**config.mk**
```make
export PLATFORM = sky130hd
export DESIGN_NAME = ccchan_top
export DESIGN_NICKNAME = d
export VERILOG_FILES = /design/src/rtl/ccchan_pkg.sv /design/src/rtl/ccchan_infilt.sv /design/src/rtl/ccchan_ccreg.sv /design/src/rtl/ccchan_wavegen.sv /design/src/rtl/ccchan_top.sv
export SDC_FILE = /design/constraint.sdc
export NUM_CORES = 1
export LEC_CHECK = 0
export ABC_AREA = 1
export ABC_CLOCK_PERIOD_IN_PS = 2200
export CORE_UTILIZATION = 45
export DETAILED_ROUTE_END_ITERATION = 16
export PLACE_DENSITY = 0.74
export SLEW_MARGIN = 15
export SYNTH_ARGS = -nofsm -noshare
export SYNTH_HDL_FRONTEND = slang
export SYNTH_HIERARCHICAL = 1
export SYNTH_SLANG_ARGS = --single-unit
export TNS_END_PERCENT = 20
```
**constraint.sdc**
```tcl
create_clock -name clk -period 2.2 [get_ports clk]
set_input_delay 0.44 -clock clk [delete_from_list [all_inputs] [get_ports clk]]
set_output_delay 0.44 -clock clk [all_outputs]
set_load 0.02 [all_outputs]
```
**src/rtl/ccchan_pkg.sv**
```systemverilog
package ccchan_pkg;

    localparam int NUM_SRC = 8;
    localparam int SEL_W   = $clog2(NUM_SRC);
    localparam int FLT_W   = 8;
    localparam int NUM_FLG = 3;

    typedef enum logic [2:0] {
        OCM_HOLD     = 3'd0,
        OCM_SET_HI   = 3'd1,
        OCM_SET_LO   = 3'd2,
        OCM_FLIP     = 3'd3,
        OCM_FORCE_LO = 3'd4,
        OCM_FORCE_HI = 3'd5,
        OCM_PWM_LT   = 3'd6,
        OCM_PWM_GE   = 3'd7
    } ocm_e;

    typedef enum logic [1:0] {
        EDG_RISE = 2'd0,
        EDG_FALL = 2'd1,
        EDG_ANY  = 2'd2,
        EDG_ANY2 = 2'd3
    } edg_e;

    // flag vector order: bit0 capture, bit1 over-capture, bit2 match
    typedef struct packed {
        logic match;
        logic ovc;
        logic cap;
    } flags_t;

    function automatic logic edge_ok(edg_e sel, logic new_lvl);
        case (sel)
            EDG_RISE: return new_lvl;
            EDG_FALL: return !new_lvl;
            default:  return 1'b1;
        endcase
    endfunction

    function automatic logic next_ref(ocm_e m, logic cur, logic hit, logic below);
        case (m)
            OCM_HOLD:     return cur;
            OCM_SET_HI:   return hit ? 1'b1 : cur;
            OCM_SET_LO:   return hit ? 1'b0 : cur;
            OCM_FLIP:     return hit ? !cur : cur;
            OCM_FORCE_LO: return 1'b0;
            OCM_FORCE_HI: return 1'b1;
            OCM_PWM_LT:   return below;
            default:      return !below;
        endcase
    endfunction

endpackage

```
**src/rtl/ccchan_infilt.sv**
```systemverilog
module ccchan_infilt
    import ccchan_pkg::*;
(
    input  logic               clk,
    input  logic               rst,
    input  logic [NUM_SRC-1:0] src_in,
    input  logic [SEL_W-1:0]   sel,
    input  edg_e               edg,
    input  logic [FLT_W-1:0]   filt,
    output logic               edge_q
);
    logic             samp_q;
    logic             lvl_q;
    logic [FLT_W-1:0] run_q;
    logic             picked;

    assign picked = src_in[sel];

    always_ff @(posedge clk) begin
        if (rst) begin
            samp_q <= 1'b0;
            lvl_q  <= 1'b0;
            run_q  <= '0;
            edge_q <= 1'b0;
        end else begin
            samp_q <= picked;
            edge_q <= 1'b0;
            if (samp_q != lvl_q) begin
                if (run_q == filt) begin
                    lvl_q  <= samp_q;
                    run_q  <= '0;
                    edge_q <= edge_ok(edg, samp_q);
                end else begin
                    run_q <= run_q + 1'b1;
                end
            end else begin
                run_q <= '0;
            end
        end
    end
endmodule

```
**src/rtl/ccchan_ccreg.sv**
```systemverilog
module ccchan_ccreg #(
    parameter int CNT_W = 16
) (
    input  logic             clk,
    input  logic             rst,
    input  logic [CNT_W-1:0] count,
    input  logic             cap_ev,
    input  logic             cmp_side,
    input  logic             commit_req,
    input  logic             preload,
    input  logic             wr,
    input  logic [CNT_W-1:0] wr_data,
    output logic [CNT_W-1:0] ccr
);
    logic [CNT_W-1:0] shadow_q;
    logic             pend_q;
    logic             commit;

    assign commit = cmp_side && pend_q && commit_req;

    always_ff @(posedge clk) begin
        if (rst) begin
            ccr      <= '0;
            shadow_q <= '0;
            pend_q   <= 1'b0;
        end else begin
            if (cap_ev)
                ccr <= count;
            else if (commit)
                ccr <= shadow_q;
            else if (wr && !preload)
                ccr <= wr_data;

            if (wr && preload) begin
                shadow_q <= wr_data;
                pend_q   <= 1'b1;
            end else if (commit) begin
                pend_q <= 1'b0;
            end
        end
    end
endmodule

```
**src/rtl/ccchan_wavegen.sv**
```systemverilog
module ccchan_wavegen
    import ccchan_pkg::*;
#(
    parameter int CNT_W = 16
) (
    input  logic             clk,
    input  logic             rst,
    input  logic             active,
    input  ocm_e             mode,
    input  logic [CNT_W-1:0] count,
    input  logic [CNT_W-1:0] ccr,
    input  logic             hit,
    output logic             ref_q
);
    logic below;

    assign below = (count < ccr);

    always_ff @(posedge clk) begin
        if (rst)
            ref_q <= 1'b0;
        else if (!active)
            ref_q <= 1'b0;
        else
            ref_q <= next_ref(mode, ref_q, hit, below);
    end
endmodule

```
**src/rtl/ccchan_top.sv**
```systemverilog
module ccchan_top
    import ccchan_pkg::*;
#(
    parameter int CNT_W = 16
) (
    input  logic               clk,
    input  logic               rst,
    input  logic [CNT_W-1:0]   count,
    input  logic               upd_pulse,
    input  logic [NUM_SRC-1:0] src_in,
    input  logic               cfg_en,
    input  logic               cfg_cap_mode,
    input  logic [SEL_W-1:0]   cfg_src_sel,
    input  logic [1:0]         cfg_edge,
    input  logic [FLT_W-1:0]   cfg_filt,
    input  logic [2:0]         cfg_mode,
    input  logic               cfg_pol,
    input  logic               cfg_preload,
    input  logic [2:0]         cfg_irq_en,
    input  logic               wr_ccr,
    input  logic [CNT_W-1:0]   wr_data,
    input  logic               sw_ccg,
    input  logic [2:0]         clr_flags,
    output logic [CNT_W-1:0]   ccr_val,
    output logic               wave_out,
    output logic               trig_pulse,
    output logic               flag_cap,
    output logic               flag_ovc,
    output logic               flag_match,
    output logic               irq
);
    logic   edge_q;
    logic   cap_ev;
    logic   match_ev;
    logic   ref_q;
    flags_t flg_q;
    flags_t flg_set;
    flags_t flg_clr;

    ccchan_infilt u_filt (
        .clk    (clk),
        .rst    (rst),
        .src_in (src_in),
        .sel    (cfg_src_sel),
        .edg    (edg_e'(cfg_edge)),
        .filt   (cfg_filt),
        .edge_q (edge_q)
    );

    assign cap_ev   = cfg_en && cfg_cap_mode && (edge_q || sw_ccg);
    assign match_ev = cfg_en && !cfg_cap_mode && (count == ccr_val);

    ccchan_ccreg #(.CNT_W(CNT_W)) u_ccr (
        .clk        (clk),
        .rst        (rst),
        .count      (count),
        .cap_ev     (cap_ev),
        .cmp_side   (!cfg_cap_mode),
        .commit_req (upd_pulse || match_ev || sw_ccg),
        .preload    (cfg_preload),
        .wr         (wr_ccr),
        .wr_data    (wr_data),
        .ccr        (ccr_val)
    );

    ccchan_wavegen #(.CNT_W(CNT_W)) u_wave (
        .clk    (clk),
        .rst    (rst),
        .active (cfg_en && !cfg_cap_mode),
        .mode   (ocm_e'(cfg_mode)),
        .count  (count),
        .ccr    (ccr_val),
        .hit    (match_ev),
        .ref_q  (ref_q)
    );

    assign flg_set.cap   = cap_ev;
    assign flg_set.ovc   = cap_ev && flg_q.cap;
    assign flg_set.match = match_ev;
    assign flg_clr       = flags_t'(clr_flags);

    // sticky flags, set wins over clear
    for (genvar i = 0; i < NUM_FLG; i++) begin : g_flag
        always_ff @(posedge clk) begin
            if (rst)
                flg_q[i] <= 1'b0;
            else if (flg_set[i])
                flg_q[i] <= 1'b1;
            else if (flg_clr[i])
                flg_q[i] <= 1'b0;
        end
    end

    always_ff @(posedge clk) begin
        if (rst)
            trig_pulse <= 1'b0;
        else
            trig_pulse <= cap_ev || match_ev;
    end

    assign wave_out   = ref_q ^ cfg_pol;
    assign flag_cap   = flg_q.cap;
    assign flag_ovc   = flg_q.ovc;
    assign flag_match = flg_q.match;
    assign irq        = |(flg_q & flags_t'(cfg_irq_en));

endmodule

```
Word-level counts from Yosys, hierarchy flattened
Index checks and enable logic that the tools add are counted.
- add/sub/neg operators: 1
- $lt $le $gt $ge: 2
- equal/unequal tests: 13
- mux-type cells: 18
- bitwise gates (word level): 6
- reductions and logical operators: 31
- operators with widths (cell ; count):
    $mux 16 ; 3
    $eq 16x16->1 ; 1
    $lt 16x16->1 ; 1
    $mux 1 ; 12
    $eq 3x3->1 const B ; 3
    $logic_and 1x1->1 ; 9
    $reduce_or 3->1 ; 3
    $add 8x1->8 const B ; 1
    $eq 8x8->1 ; 1
    $reduce_bool 2->1 ; 4
    $pmux 1 s7 ; 1
    $eq 3x2->1 const B ; 2
    $ne 2x2->1 const B ; 3
    $logic_not 1->1 ; 5
    $logic_or 1x1->1 ; 4
    $lt 3x4->1 const B ; 1
    $not 1->1 ; 4
    $reduce_and 4->1 ; 1
    $and 3x3->3 ; 1
    $bmux 1 s3 ; 1
    $eq 3x1->1 const B ; 1
    $logic_not 3->1 ; 1
    $reduce_bool 3->1 ; 1
    $eq 2x1->1 const B ; 1
    other kinds (6) ; 6
- register bits after elaboration: 49
- output and inout bits: 22
- logic and storage cells: 83

Logic depth before layout (Yosys ltp)
- depth in word-level cells: 8
- depth in mapped cells: 15
- depth with buffers taken out: 15

Hierarchy
Netlist, hierarchy kept.
- by module, submodules not included (module ; instances ; cells each ; area an instance (µm²) ; sequential area each (µm²)):
    ccchan_ccreg ; 1 ; 292 ; 1971.9 ; 660.6
    ccchan_top ; 1 ; 136 ; 655.6 ; 80.1
    ccchan_infilt ; 1 ; 96 ; 644.4 ; 220.2
    ccchan_wavegen ; 1 ; 89 ; 518.0 ; 20.0

Worst setup path after synthesis
OpenSTA, ideal clock, no wires.
- kind: register to register
- from: reg u_ccr.ccr[1]
- to: reg u_ccr.ccr[0]
- arrival time: 1.718 ns
- path slack: 0.367 ns
- cell stages (with the launch flop): 16
- path buffers: 2
- cells stage by stage: dfxtp_1 > inv_1 > nand2_2 > nand2_1 > nor2_1 > nand2_1 > nor2_2 > nand3_2 > nand3b_1 > buf_6 > inv_2 > nor2_2 > nor2_4 > buf_8 > nor2_2 > a21oi_2
- word-level cells in the longest chain between the ends: 7
- elaborated cells on any way between the ends: 8
- classes of those cells: eq/ne (1); mux (2); reduce/logical (5)
- ends and longest elaborated chain (item ; RTL line ; RTL):
    start: declaration ; ccchan_ccreg.sv:13 ; output logic [CNT_W-1:0] ccr
    start signal: assignment ; ccchan_ccreg.sv:28 ; ccr <= count;
    start signal: assignment ; ccchan_ccreg.sv:30 ; ccr <= shadow_q;
    start signal: assignment ; ccchan_ccreg.sv:32 ; ccr <= wr_data;
    $eq 16x16->1 (*) ; ccchan_top.sv:51 ; assign match_ev = cfg_en && !cfg_cap_mode && (count == ccr_val);
    $logic_and 1x1->1 (*) ; ccchan_top.sv:51 ;
    $logic_or 1x1->1 (*) (2 in a row) ; ccchan_top.sv:59 ; .commit_req (upd_pulse || match_ev || sw_ccg),
    $logic_and 1x1->1 (*) ; ccchan_ccreg.sv:19 ; assign commit = cmp_side && pend_q && commit_req;
    $mux 16 ; ccchan_ccreg.sv:29 ; else if (commit)
    $mux 16 ; ccchan_ccreg.sv:27 ; if (cap_ev)
Mark *: on every way between the ends. The rest lies on a longest branch, timed or not.
A chain may end at the register's enable or synchronous reset.

Worst setup path after layout
- from: in cfg_pol
- to: out wave_out
- word-level cells in the longest chain between the ends: 1
- ends and longest elaborated chain (item ; RTL line ; RTL):
    start: declaration ; ccchan_top.sv:17 ; input logic cfg_pol,
    $xor 1x1->1 ; ccchan_top.sv:101 ; assign wave_out = ref_q ^ cfg_pol;
    end: declaration ; ccchan_top.sv:25 ; output logic wave_out,
Every way passes these cells.

==> impl_metrics.py <==
metrics = {
    "placed_design": {
        "place_congestion": 0.904,
        "port_buffers": 92,
        "dp_cells": 839,
        "place_hpwl_mm": 7.99,
    },
    "routing": {
        "num_vias": 4039,
        "drc": 0,
        "drtAntennaViolNets": 0,
        "via_per_inst": 4.76,
        "totalWireLength_mm": 9.95,
        "drt_pass1_iterations": 5,
        "avgRoutedWirePerCell_um": 11.7,
        "drtIter0Drc": 230,
    },
    "sta": {
        "grt_setup_unrepaired": "false",
        "slew_viol_final": 0,
        "whs_ps": 461,
        "setup_viol": 0,
        "worst_pin_slew_ps": 327,
        "finalHoldViolCount": 0,
        "slew_headroom_pct": 78.0,
        "fin_crit_sh_pct": 95.2,
        "fmaxAchievable_mhz": 478,
        "layout_min_cycle_time_ps": 2090,
        "fin_skew_ps": 6.97,
    },
    "finish": {
        "drive_above_1_share_pct": 15.6,
        "final_util_pct": 64.0,
        "finalNonFillerCells": 848,
        "multi_input_area_mm2": 0.00212,
        "final_cell_mix": "147 x nand2_1, 133 x inv_1, 84 x clkdlybuf4s50_1",
        "area_delta_synth_final_pct": 38.1,
        "register_area_um2": 981,
        "nets": 828,
        "final_common_cell": "nand2_1",
        "fillers": 749,
    },
    "worst_setup_path": {
        "critPathTopFamily": "buffers and inverters",
        "cp_cell_sequence": "clkdlybuf4s50_1, xor2_1, clkdlybuf4s50_1",
        "cp-start-kind": "input port",
        "cp-end-kind": "output port",
        "rr_startpoint": "u_ccr/ccr[3]",
        "required_ps": 1760,
        "cpPeakStageDelay_ps": 610,
        "path_depth": 3,
        "r2r_cells": 14,
        "critPathLaunch": "cfg_pol",
        "arrival_ps": 1650,
        "crit_buf_inv": 2,
        "crit_top_cell": "clkdlybuf4s50_1",
        "crit_fanout": 1,
        "r2r-end": "u_ccr/ccr[9]",
        "crit_slowest_cell": "clkdlybuf4s50_1",
        "reg2reg_slack_ps": 300,
        "crit_type": "input port to output port",
        "crit_path_end": "wave_out",
    },
    "yosys": {
        "post_synth_inst_count": 613,
        "synth.avg_cell_area_um2": 6.18,
        "yosys_warnings": 6,
        "synth_cell_types": 33,
        "syn_nets": 700,
        "synth_seq_cells": 49,
        "seq_area_frac_synth_pct": 25.9,
        "synth_area_mm2": 0.00379,
    },
    "grt": {
        "grt_pass1_vias": 3678,
        "grt_max_degree": 33,
        "grt_pass1_wl_mm": 16.3,
        "grt_usage_pct": 23.2,
        "antenna_found_initial": 0,
        "grt-ovfl-total": 0,
    },
    "clock_tree": {
        "cts_tree": "built",
        "cts_buffers": 5,
        "clock_sinks": 49,
        "root_buffer": "clkbuf_8",
        "cts-htree-levels": 2,
        "cts_hold_buf": 0,
        "clk_pin_slew_worst_paths_ps": 80,
        "cts.path.max_buffers": 2,
        "clk_latency_ps": 300,
    },
    "die": {
        "die-area_mm2": 0.00879,
        "start_util_pct": 46.4,
        "die_w_um": 93.8,
        "die_y_um": 93.8,
        "fp.coreArea_mm2": 0.00818,
        "num_rows": 33,
        "num_io_pins": 93,
    },
    "pwr": {
        "power.density_mw_per_mm2": 462,
        "power.leakage_nw": 2.65,
        "vdd_drop_max_uv": 303,
    },
    "min_path": {
        "worstHoldStart": "u_ccr/shadow_q[9]",
        "hp-class": "flip-flop to flip-flop",
    },
    "job": {
        "drv_cap": 0,
    },
    "status": {
        "status": "complete, no violations",
    },
}
## worst register-to-register path, delay by kind of cell, from the launching register on
kind | cells | cell delay [ps]
simple gates | 9 | 950
flops | 1 | 430
buf+inv | 4 | 340
compound gates | 1 | 70
## cells in the mapped netlist, drive strengths merged
master    n  area share (%)
a21oi    48             7.6
buf      17             3.5
clkbuf    5            0.50
dfxtp    49              26
ha       16             5.3
inv     144              14
nand2   154              16
nand3    31             4.6
nand3b    1            0.20
nand4    35             5.9
nor2     62             7.3
nor3      2            0.53
nor3b     2            0.53
o211ai    2            0.40
o21ai    31             4.2
or2       1            0.17
xnor2     9             2.1
xor2      4            0.92
## through the flow
step	TNS (ps)	cell area, um2	total power, mW	worst slack (ps)
floorplan	0	3790	1.47	367
global placement	-2890	5100	1.84	-180
detailed placement	-3110	5100	1.86	-211
CTS	0	5200	2.43	87.8
global route	0	5230	2.58	2.17
finish	0	5230	2.42	106
## report_power, final
group / leakage, nW / switching, mW / internal (mW)
sequential: 0.403 / 0.0600 / 0.941
combinational: 2.19 / 0.427 / 0.416
clock: 0.0542 / 0.288 / 0.285
## logic make-up (layout without fill, tap and decap cells)
family / Yosys count / in the layout / share of synthesized area (%)
other: 0 / 1 / 0
buffers and inverters: 166 / 295 / 18.4
DFF: 49 / 49 / 25.9
and+or+nand+nor: 288 / 288 / 35.2
AOI/OAI and AO/OA: 81 / 81 / 12.2
adders and majority gates: 16 / 16 / 5.28
xor gates and xnor gates: 13 / 13 / 3.00
## flip-flops by register name, indices dropped and copies added (netlist names)
register,flops
flag_cap,1
flag_match,1
flag_ovc,1
trig_pulse,1
u_ccr/ccr,16
u_ccr/pend_q,1
u_ccr/shadow_q,16
u_filt/edge_q,1
u_filt/lvl_q,1
u_filt/run_q,8
u_filt/samp_q,1
u_wave/ref_q,1
## layer usage
layer  GRT usage (%)  wire length, um  part of all wire [%]  up-vias
met5               0                0                     0        -
met4            6.79              141                   1.4        0
met3            2.75              390                   3.9       11
met2            39.5             4810                    48       95
met1            30.7             4610                    46     1786
li1                -                -                     -     2147
## worst min path at each step
stage / slack [ps] / depth (start not counted) / endpoint
after floorplan: 430 / 2 / u_ccr/shadow_q[0]
after global placement: 440 / 2 / u_ccr/shadow_q[2]
after detailed placement: 450 / 2 / u_ccr/shadow_q[4]
after CTS: 460 / 2 / u_ccr/shadow_q[4]
after global routing: 480 / 2 / u_ccr/shadow_q[12]
final: 460 / 2 / u_ccr/shadow_q[9]
## repair_timing
action,CTS,global route
buffers inserted,0,0
setup endpoints to repair,0,16
hold endpoints to repair,0,0
gates resized for setup,0,10
## final cells by class
type / instances / share of cell area (%)
inverter: 144 / 10.4
tap: 105 / 2.51
clock inverter: 1 / 0.0956
sequential: 49 / 18.7
timing repair buffer: 143 / 25.8
clock buffer: 7 / 1.84
multi-input combinational: 398 / 40.6
antenna: 1 / 0.0478
Power figures use the tool's default switching activity.
